<file path="config.mk">
export PLATFORM = sky130hd
export DESIGN_NAME = grant_queue_ctrl
export DESIGN_NICKNAME = d
export VERILOG_FILES = /design/src/rtl/gq_pkg.sv /design/src/rtl/gq_control.sv /design/src/rtl/gq_datapath.sv /design/src/rtl/grant_queue_ctrl.sv
export SDC_FILE = /design/constraint.sdc
export NUM_CORES = 1
export LEC_CHECK = 0
export BUFFER_PORTS_ARGS = -buffer_cell sky130_fd_sc_hd__buf_2
export CAP_MARGIN = 20
export CORE_MARGIN = 2
export CORE_UTILIZATION = 25
export DETAILED_ROUTE_END_ITERATION = 10
export GPL_TIMING_DRIVEN = 0
export PLACE_DENSITY = 0.46
export SYNTH_ARGS = -nofsm -noshare
export SYNTH_HDL_FRONTEND = slang
export SYNTH_SLANG_ARGS = --single-unit
</file>
<file path="constraint.sdc">
create_clock -name clk -period 3.7 [get_ports clk]
set_input_delay 0.555 -clock clk [delete_from_list [all_inputs] [get_ports clk]]
set_output_delay 0.555 -clock clk [all_outputs]
set_load 0.05 [all_outputs]
</file>
<file path="src/rtl/gq_pkg.sv">
package gq_pkg;
  localparam int NUM_PORTS = 16;
  localparam int NUM_PRIO  = 4;
  localparam int PORT_W    = $clog2(NUM_PORTS);
  localparam int PRIO_W    = $clog2(NUM_PRIO);

  // strobes from control to datapath
  typedef struct packed {
    logic                               enq;
    logic                               blocked;
    logic                               dropFull;
    logic [PORT_W-1:0]                  port;
    logic [PRIO_W-1:0]                  prio;
    logic                               slot;
    logic [NUM_PORTS-1:0]               deq;
    logic [NUM_PORTS-1:0][PRIO_W-1:0]   deqPrio;
  } gqStrobes_t;
endpackage

</file>
<file path="src/rtl/gq_control.sv">
module gq_control
  import gq_pkg::*;
(
  input  logic                                   inValid,
  input  logic [PORT_W-1:0]                      inDest,
  input  logic [PRIO_W-1:0]                      inPrio,
  input  logic                                   inIsData,
  input  logic                                   inActive,
  input  logic                                   inBackup,
  input  logic [NUM_PORTS-1:0]                   rcvGrant,
  input  logic [NUM_PORTS-1:0]                   sndGrant,
  input  logic                                   slotStart,
  input  logic [NUM_PORTS-1:0][NUM_PRIO-1:0]     queueFull,
  input  logic [NUM_PORTS-1:0][NUM_PRIO-1:0]     queueNonEmpty,
  output gqStrobes_t                             strb
);
  logic gated;
  logic grantOk;
  logic destFull;

  always_comb begin
    gated    = inIsData && inActive && !inBackup;
    grantOk  = !gated || rcvGrant[inDest];
    destFull = queueFull[inDest][inPrio];

    strb.enq      = inValid && grantOk && !destFull;
    strb.blocked  = inValid && !grantOk;
    strb.dropFull = inValid && grantOk && destFull;
    strb.port     = inDest;
    strb.prio     = inPrio;
    strb.slot     = slotStart;
  end

  // per-port pick: lowest-numbered non-empty priority wins
  for (genvar p = 0; p < NUM_PORTS; p++) begin : g_pick
    always_comb begin
      strb.deqPrio[p] = '0;
      for (int q = NUM_PRIO - 1; q >= 0; q--) begin
        if (queueNonEmpty[p][q]) strb.deqPrio[p] = PRIO_W'(q);
      end
      strb.deq[p] = slotStart && sndGrant[p] && (|queueNonEmpty[p]);
    end
  end
endmodule

</file>
<file path="src/rtl/gq_datapath.sv">
module gq_datapath
  import gq_pkg::*;
#(
  parameter int QUEUE_DEPTH = 8
)(
  input  logic                                   clk,
  input  logic                                   rst_n,
  input  gqStrobes_t                             strb,
  output logic [NUM_PORTS-1:0][NUM_PRIO-1:0]     queueFull,
  output logic [NUM_PORTS-1:0][NUM_PRIO-1:0]     queueNonEmpty,
  output logic                                   enqAccept,
  output logic                                   enqBlocked,
  output logic                                   enqDropFull,
  output logic                                   txValid,
  output logic [NUM_PORTS-1:0]                   txSend,
  output logic [NUM_PORTS*PRIO_W-1:0]            txPrio
);
  localparam int CNT_W = $clog2(QUEUE_DEPTH + 1);

  for (genvar p = 0; p < NUM_PORTS; p++) begin : g_port
    for (genvar q = 0; q < NUM_PRIO; q++) begin : g_prio
      logic [CNT_W-1:0] count;
      logic             inc;
      logic             dec;

      assign inc = strb.enq && (strb.port == PORT_W'(p)) && (strb.prio == PRIO_W'(q));
      assign dec = strb.deq[p] && (strb.deqPrio[p] == PRIO_W'(q));

      always_ff @(posedge clk) begin
        if (!rst_n) begin
          count <= '0;
        end else begin
          case ({inc, dec})
            2'b10:   count <= count + 1'b1;
            2'b01:   count <= count - 1'b1;
            default: count <= count;
          endcase
        end
      end

      assign queueFull[p][q]     = (count == CNT_W'(QUEUE_DEPTH));
      assign queueNonEmpty[p][q] = (count != '0);
    end

    always_ff @(posedge clk) begin
      if (!rst_n) begin
        txSend[p]                   <= 1'b0;
        txPrio[p*PRIO_W +: PRIO_W]  <= '0;
      end else begin
        txSend[p]                   <= strb.deq[p];
        txPrio[p*PRIO_W +: PRIO_W]  <= strb.deq[p] ? strb.deqPrio[p] : '0;
      end
    end
  end

  always_ff @(posedge clk) begin
    if (!rst_n) begin
      enqAccept   <= 1'b0;
      enqBlocked  <= 1'b0;
      enqDropFull <= 1'b0;
      txValid     <= 1'b0;
    end else begin
      enqAccept   <= strb.enq;
      enqBlocked  <= strb.blocked;
      enqDropFull <= strb.dropFull;
      txValid     <= strb.slot;
    end
  end
endmodule

</file>
<file path="src/rtl/grant_queue_ctrl.sv">
module grant_queue_ctrl
  import gq_pkg::*;
#(
  parameter int QUEUE_DEPTH = 8
)(
  input  logic                         clk,
  input  logic                         rst_n,
  input  logic                         inValid,
  input  logic [PORT_W-1:0]            inDest,
  input  logic [PRIO_W-1:0]            inPrio,
  input  logic                         inIsData,
  input  logic                         inActive,
  input  logic                         inBackup,
  input  logic [NUM_PORTS-1:0]         rcvGrant,
  input  logic [NUM_PORTS-1:0]         sndGrant,
  input  logic                         slotStart,
  output logic                         enqAccept,
  output logic                         enqBlocked,
  output logic                         enqDropFull,
  output logic                         txValid,
  output logic [NUM_PORTS-1:0]         txSend,
  output logic [NUM_PORTS*PRIO_W-1:0]  txPrio
);
  gqStrobes_t                           strb;
  logic [NUM_PORTS-1:0][NUM_PRIO-1:0]   queueFull;
  logic [NUM_PORTS-1:0][NUM_PRIO-1:0]   queueNonEmpty;

  gq_control u_ctrl (
    .inValid       (inValid),
    .inDest        (inDest),
    .inPrio        (inPrio),
    .inIsData      (inIsData),
    .inActive      (inActive),
    .inBackup      (inBackup),
    .rcvGrant      (rcvGrant),
    .sndGrant      (sndGrant),
    .slotStart     (slotStart),
    .queueFull     (queueFull),
    .queueNonEmpty (queueNonEmpty),
    .strb          (strb)
  );

  gq_datapath #(.QUEUE_DEPTH(QUEUE_DEPTH)) u_dp (
    .clk           (clk),
    .rst_n         (rst_n),
    .strb          (strb),
    .queueFull     (queueFull),
    .queueNonEmpty (queueNonEmpty),
    .enqAccept     (enqAccept),
    .enqBlocked    (enqBlocked),
    .enqDropFull   (enqDropFull),
    .txValid       (txValid),
    .txSend        (txSend),
    .txPrio        (txPrio)
  );
endmodule

</file>
# == After elaboration in Yosys (flattened, before gate mapping) ==
# Cells that the tools add are included.
# classes
addsub,128
n_lt_le_gt_ge,2
eq_ne,258
muxes,134
n_reduce_logical,365
# ops
operator,count
$pmux 4 s2,64
$eq 4x4->1 const B,72
$add 4x1->4 const B,64
$reduce_bool 4->1,64
$sub 4x1->4 const B,64
$eq 2x2->1 const B,98
$logic_and 1x1->1,182
$eq 2x1->1 const B,81
$mux 2,64
$reduce_bool 2->1,64
$reduce_or 4->1,16
$logic_not 2->1,17
$reduce_and 2->1,16
$bmux 4 s4,1
$eq 4x3->1 const B,4
$eq 4x2->1 const B,2
$lt 4x5->1 const B,1
$bmux 1 s4,1
$eq 4x1->1 const B,1
$logic_not 1->1,4
$logic_not 4->1,1
$mux 4,1
$lt 2x3->1 const B,1
$bmux 1 s2,1
other kinds (2),3
# word_totals
register_bits,308
inputBits,45
out_inout_bits,52
elab_cells,987

# == Longest topological paths before layout ==
# logic_depth
word_depth,11
mapped_depth,17

# == Modules after synthesis ==
# Synthesis repeated with hierarchy kept, for this count alone.
# hier_totals
cells_unflattened,2444
hier_area_um2,21627.0
# by_module_without_submodules
module,instances,cells_each,area_per_inst_um2,seq_area_each_um2
gq_datapath,1,2262,20300.7,6165.9
gq_control,1,182,1326.3,0.0

# == Worst setup path after synthesis ==
# Ideal clock, no wire load.
# synth_timing
path_type,input -> register
start,input port inDest[0]
end,register u_dp.g_port[7].g_prio[3].count[3]
setup_time_ns,0.076
arrival_ns,3.606
slack_ns,0.018
path_stages,17
path_buffers,4
cell_sequence,nor2b_1 > buf_2 > buf_2 > nand3_1 > a41oi_1 > o41a_1 > nor4_2 > buf_4 > buf_4 > nand2_1 > ha_1 > ha_1 > a21o_1 > a21oi_1 > xnor2_1 > or3_1 > a21boi_0
# synth_via
elab_chain_cells,10
word_cells_on_any_way,17
classes_between,eq/ne (3); mux (7); reduce/logical (7)
# synth_lines
item,line_no,source
from (decl),grant_queue_ctrl.sv:9,"input logic [PORT_W-1:0] inDest,"
$bmux 4 s4,gq_control.sv:24,destFull = queueFull[inDest][inPrio];
$mux 4 (not written as such),gq_control.sv:24,
$bmux 1 s2,gq_control.sv:24,
$mux 1 (not written as such),gq_control.sv:24,
$logic_not 1->1,gq_control.sv:26,strb.enq = inValid && grantOk && !destFull;
$logic_and 1x1->1,gq_control.sv:26,
$logic_and 1x1->1 * (2 in a row),gq_datapath.sv:26,assign inc = strb.enq && (strb.port == PORT_W'(p)) && (strb.prio == PRIO_W'(q));
$eq 2x1->1 or $eq 2x2->1 (tied branches),gq_datapath.sv:33,"case ({inc, dec})"
$pmux 4 s2 or $reduce_bool 2->1 (tied branches),--,
to (signal assigned),gq_datapath.sv:34,2'b10: count <= count + 1'b1;
to (signal assigned),gq_datapath.sv:35,2'b01: count <= count - 1'b1;
to (signal assigned),gq_datapath.sv:36,default: count <= count;
to (decl),gq_datapath.sv:22,logic [CNT_W-1:0] count;
# Every way passes the cells marked *; elsewhere a longest branch is shown, timed or not. The select of a mux whose other input is x is not followed.
# A chain may end at the register's enable or synchronous reset.

# == Worst setup path after layout ==
# layout_timing
start,input port inDest[0]
end,register u_dp.g_port[10].g_prio[1].count[3]
# layout_via
elab_chain_cells,10
word_cells_on_any_way,17
classes_between,eq/ne (3); mux (7); reduce/logical (7)
# layout_lines
item,line_no
$bmux 4 s4,gq_control.sv:24
$mux 4 (not written as such),gq_control.sv:24
$bmux 1 s2,gq_control.sv:24
$mux 1 (not written as such),gq_control.sv:24
$logic_not 1->1,gq_control.sv:26
$logic_and 1x1->1,gq_control.sv:26
$logic_and 1x1->1 * (2 in a row),gq_datapath.sv:26
$eq 2x1->1 or $eq 2x2->1 (tied branches),gq_datapath.sv:33
$pmux 4 s2 or $reduce_bool 2->1 (tied branches),--
to (signal assigned),gq_datapath.sv:34
to (signal assigned),gq_datapath.sv:35
to (signal assigned),gq_datapath.sv:36
to (decl),gq_datapath.sv:22
# Marks and branches as above.

==> flow_metrics.py <==
metrics = {
    "status": {
        "status": "finished, final reports clean",
    },
    "floorplan": {
        "die_area_um2": 84300,
        "ioPinCount": 97,
        "initial_core_util_pct": 25.4,
        "die_x_um": 290,
        "rows": 104,
        "die_h_um": 290,
        "core-area_um2": 80800,
    },
    "synth": {
        "synth_ff_type": "dfxtp_1",
        "synthCells": 2437,
        "synth_nets": 2704,
        "ys_seq_area_share_pct": 30.1,
        "syn_area_per_cell_um2": 8.41,
        "synth_cell_types": 48,
        "synth_top_cell_area_share_pct": 30.1,
        "yosysTopAreaCell": "dfxtp_1",
        "synth_area_leaders": "dfxtp_1 (30%), ha_1 (12%), xor2_1 (5.1%), and2_1 (4.8%), nand2_1 (4.5%)",
        "yosysWarnings": 0,
        "mappedNetlistArea_um2": 20500,
        "synth_seq_cells": 308,
        "synth_edf_count": 0,
        "async_reset_ff_share_pct": 0,
    },
    "routing": {
        "drt-total-wl_um": 66200,
        "drt_iter0_drc": 963,
        "viasPerCell": 4.79,
        "ant_nets": 0,
        "wl_per_cell_um": 18.1,
        "vias": 17500,
        "drc": 0,
        "dr.pass1.iters": 5,
    },
    "global_routing": {
        "grt_overflow": 0,
        "antenna_found_initial": 6,
        "grt_pass1_wl_um": 101000,
        "grt.total_usage_pct": 15.4,
        "grt_max_degree": 17,
        "grt_pass1_vias": 16600,
    },
    "placement": {
        "hpwl_um": 48800,
        "dpl_worst_slack_ps": -1440,
        "routabilityCongestion": 0.851,
        "port_buffers": 92,
    },
    "timing": {
        "postLayoutSetupSlackWorst_ps": 15.0,
        "skew_ps": 31.7,
        "fin_tns_setup_ps": 0,
        "finalHoldViolCount": 0,
        "tightest_slew_ps": 1010,
        "rsz0062_at_grt": "true",
        "min_period_ps": 3680,
        "slew_violations": 0,
        "setup_viol_count_final": 0,
        "fmax_mhz": 271,
        "slew_headroom_pct": 31.8,
        "finalCritPeriodShare_pct": 99.6,
    },
    "min_path": {
        "hold_path_class": "input port to flop",
    },
    "pwr": {
        "powerDensity_nw_per_um2": 324,
        "ir_drop_uv": 309,
        "swShare_pct": 24.8,
        "power.internal_uw": 6010,
        "p_leak_uw": 0.00948,
        "combPwrFrac_pct": 5.7,
        "power.switching_uw": 1980,
        "seqPwrFrac_pct": 41.8,
        "clkPwrFrac_pct": 52.5,
    },
    "critical_path": {
        "regToRegSetupSlack_ps": 70,
        "critPathLaunchType": "input port",
        "cp_max_fo": 10,
        "path_class": "input port to flop",
        "crit_slowest_cell": "o41a_1",
        "cpMostUsedCell": "buf_6",
        "arrival_ps": 4190,
        "cpPeakStageDelay_ps": 470,
        "required_ps": 4210,
        "path_cells": "buf_6 -> nor2b_1 -> buf_4 -> buf_12 -> nand3_4 -> a41oi_4 -> o41a_1 -> nor4_4 -> buf_6 -> clkbuf_16 -> nand2_2 -> ha_2 -> ha_1 -> a21o_1 -> a21oi_2 -> xnor2_1 -> or3_1 -> a21boi_0",
        "crit_path_end_kind": "flop",
    },
    "clocking": {
        "root_buffer": "clkbuf_16",
        "htreeDepth": 2,
        "ctsHoldBuffers": 0,
        "cts.sinks": 308,
        "path_clk_slew_ps": 60,
        "worstSkewPairLatency_ps": 580,
        "cts_buffers": 42,
        "cts_tree": "done",
        "cts_buffer_depth": 3,
    },
    "job": {
        "cap_violations": 0,
    },
    "final_layout": {
        "final_nets": 2827,
        "drive_gt1_share_pct": 14.2,
        "syn_to_final_growth_pct": 20.3,
        "fin_util_pct": 30.5,
    },
}
==> worst max-delay path, delay by kind of cell <==
family | cells | cell delay [ps]
buf+inv | 5 | 940
fa+ha+maj | 2 | 490
xor+xnor | 1 | 90
simple gates | 5 | 950
compound gates | 5 | 1120
==> state kept, by name, indices dropped and copies added (netlist names) <==
name                      flops
u_dp.enqBlocked               1
u_dp.enqAccept                1
u_dp.txPrio                  32
u_dp.enqDropFull              1
u_dp.txSend                  16
u_dp.txValid                  1
u_dp.g_port.g_prio.count    256
==> placed cells by master, fill, tap and decap left out, types with 31 or more instances in the layout <==
cell type  count
a21boi_0      49
a21oi_1       79
and2_1       156
buf_2         90
clkbuf_1      57
clkbuf_16     44
dfxtp_1      280
ha_1         140
ha_2          42
inv_1         90
mux2i_1       34
nand2_1      212
nand2_2       31
nand2b_1      46
nand3_1       52
nand3b_1      43
nor2_1        66
nor2b_1       51
nor3_1       110
nor4_1        80
o21ai_0      170
or3_1         68
xnor2_1      103
xor2_1       119
==> metrics by stage <==
step | hold slack, ps | cells | power, uW | cell area, um2
after floorplan | 477 | 2437 | 3630 | 20500
after global placement | 504 | 3589 | 3830 | 22300
after detailed placement | 507 | 3594 | 3840 | 22400
after CTS | 231 | 3659 | 8110 | 24200
after global routing | 255 | 3649 | 8280 | 24600
final | 260 | 3652 | 7990 | 24600
==> cell usage after synthesis, types with 22 or more instances <==
cell,count
nor3_1,112
nor4_1,80
xnor2_1,103
nor2b_1,52
xor2_1,119
and3_1,26
clkbuf_1,84
a41oi_1,22
and2_1,156
a21boi_0,68
nor2_1,68
nand2_1,245
o21ai_0,170
dfxtp_1,308
inv_1,90
ha_1,192
nand3b_1,43
a21o_1,30
or3_1,68
a21oi_1,99
mux2i_1,34
nand3_1,64
nand2b_1,46
fa_1,30
==> cell type report <==
cell class              instances  area (um2)
diodes                          3        7.51
flip-flops and latches        308        6210
well taps                    1060        1330
inverters                      90         338
repair buffers                106         701
fillers                      8570       56200
clock inverters                13         184
plain buffers                  77         469
multi-input cells            1935       14200
clock buffers                  60        1210
==> per-layer routing <==
layer / vias up / global-route usage [%] / part of all wire [%]
met3: 92 / 3.06 / 5.6
met1: 8208 / 21.6 / 48
li1: 8812 / - / -
met2: 393 / 24.0 / 43
met5: - / 0 / 0.035
met4: 4 / 4.36 / 2.6
==> worst paths after layout <==
kind	startpoint	end	cells after the start
worst max-delay path	inDest[0]	u_dp.g_port[10].g_prio[1].count[3]	18
worst min-delay path	sndGrant[6]	u_dp.txSend[6]	3
worst max register to register	u_dp.g_port[1].g_prio[2].count[1]	u_dp.g_port[10].g_prio[1].count[3]	15
worst min register to register	u_dp.g_port[13].g_prio[3].count[3]	u_dp.g_port[13].g_prio[3].count[3]	2
==> power groups by stage <==
stage	clock, uW	combinational [uW]	sequential (uW)
after global routing	4460	484	3340
after detailed placement	0	430	3410
final	4190	455	3340
after CTS	4320	447	3340
after floorplan	0	203	3420
after global placement	0	418	3410
==> logic make-up (layout without fill, tap and decap cells) <==
group | Yosys count | after routing | synth area share, %
other | 0 | 3 | 0
adders and majority gates | 222 | 222 | 14.7
AOI/OAI and AO/OA | 437 | 437 | 12.9
muxes | 39 | 39 | 2.16
xor gates and xnor gates | 222 | 222 | 9.49
and+or+nand+nor | 1015 | 1015 | 26.9
buffers and inverters | 194 | 346 | 3.77
DFF | 308 | 308 | 30.1
==> what timing repair did <==
action	CTS	global route
resized for setup	125	134
setup buffers	5	1
gates cloned	1	2
pin swaps	4	12
endpoints found under the setup margin	223	82
No activity file was read; power rests on OpenSTA's default activity.
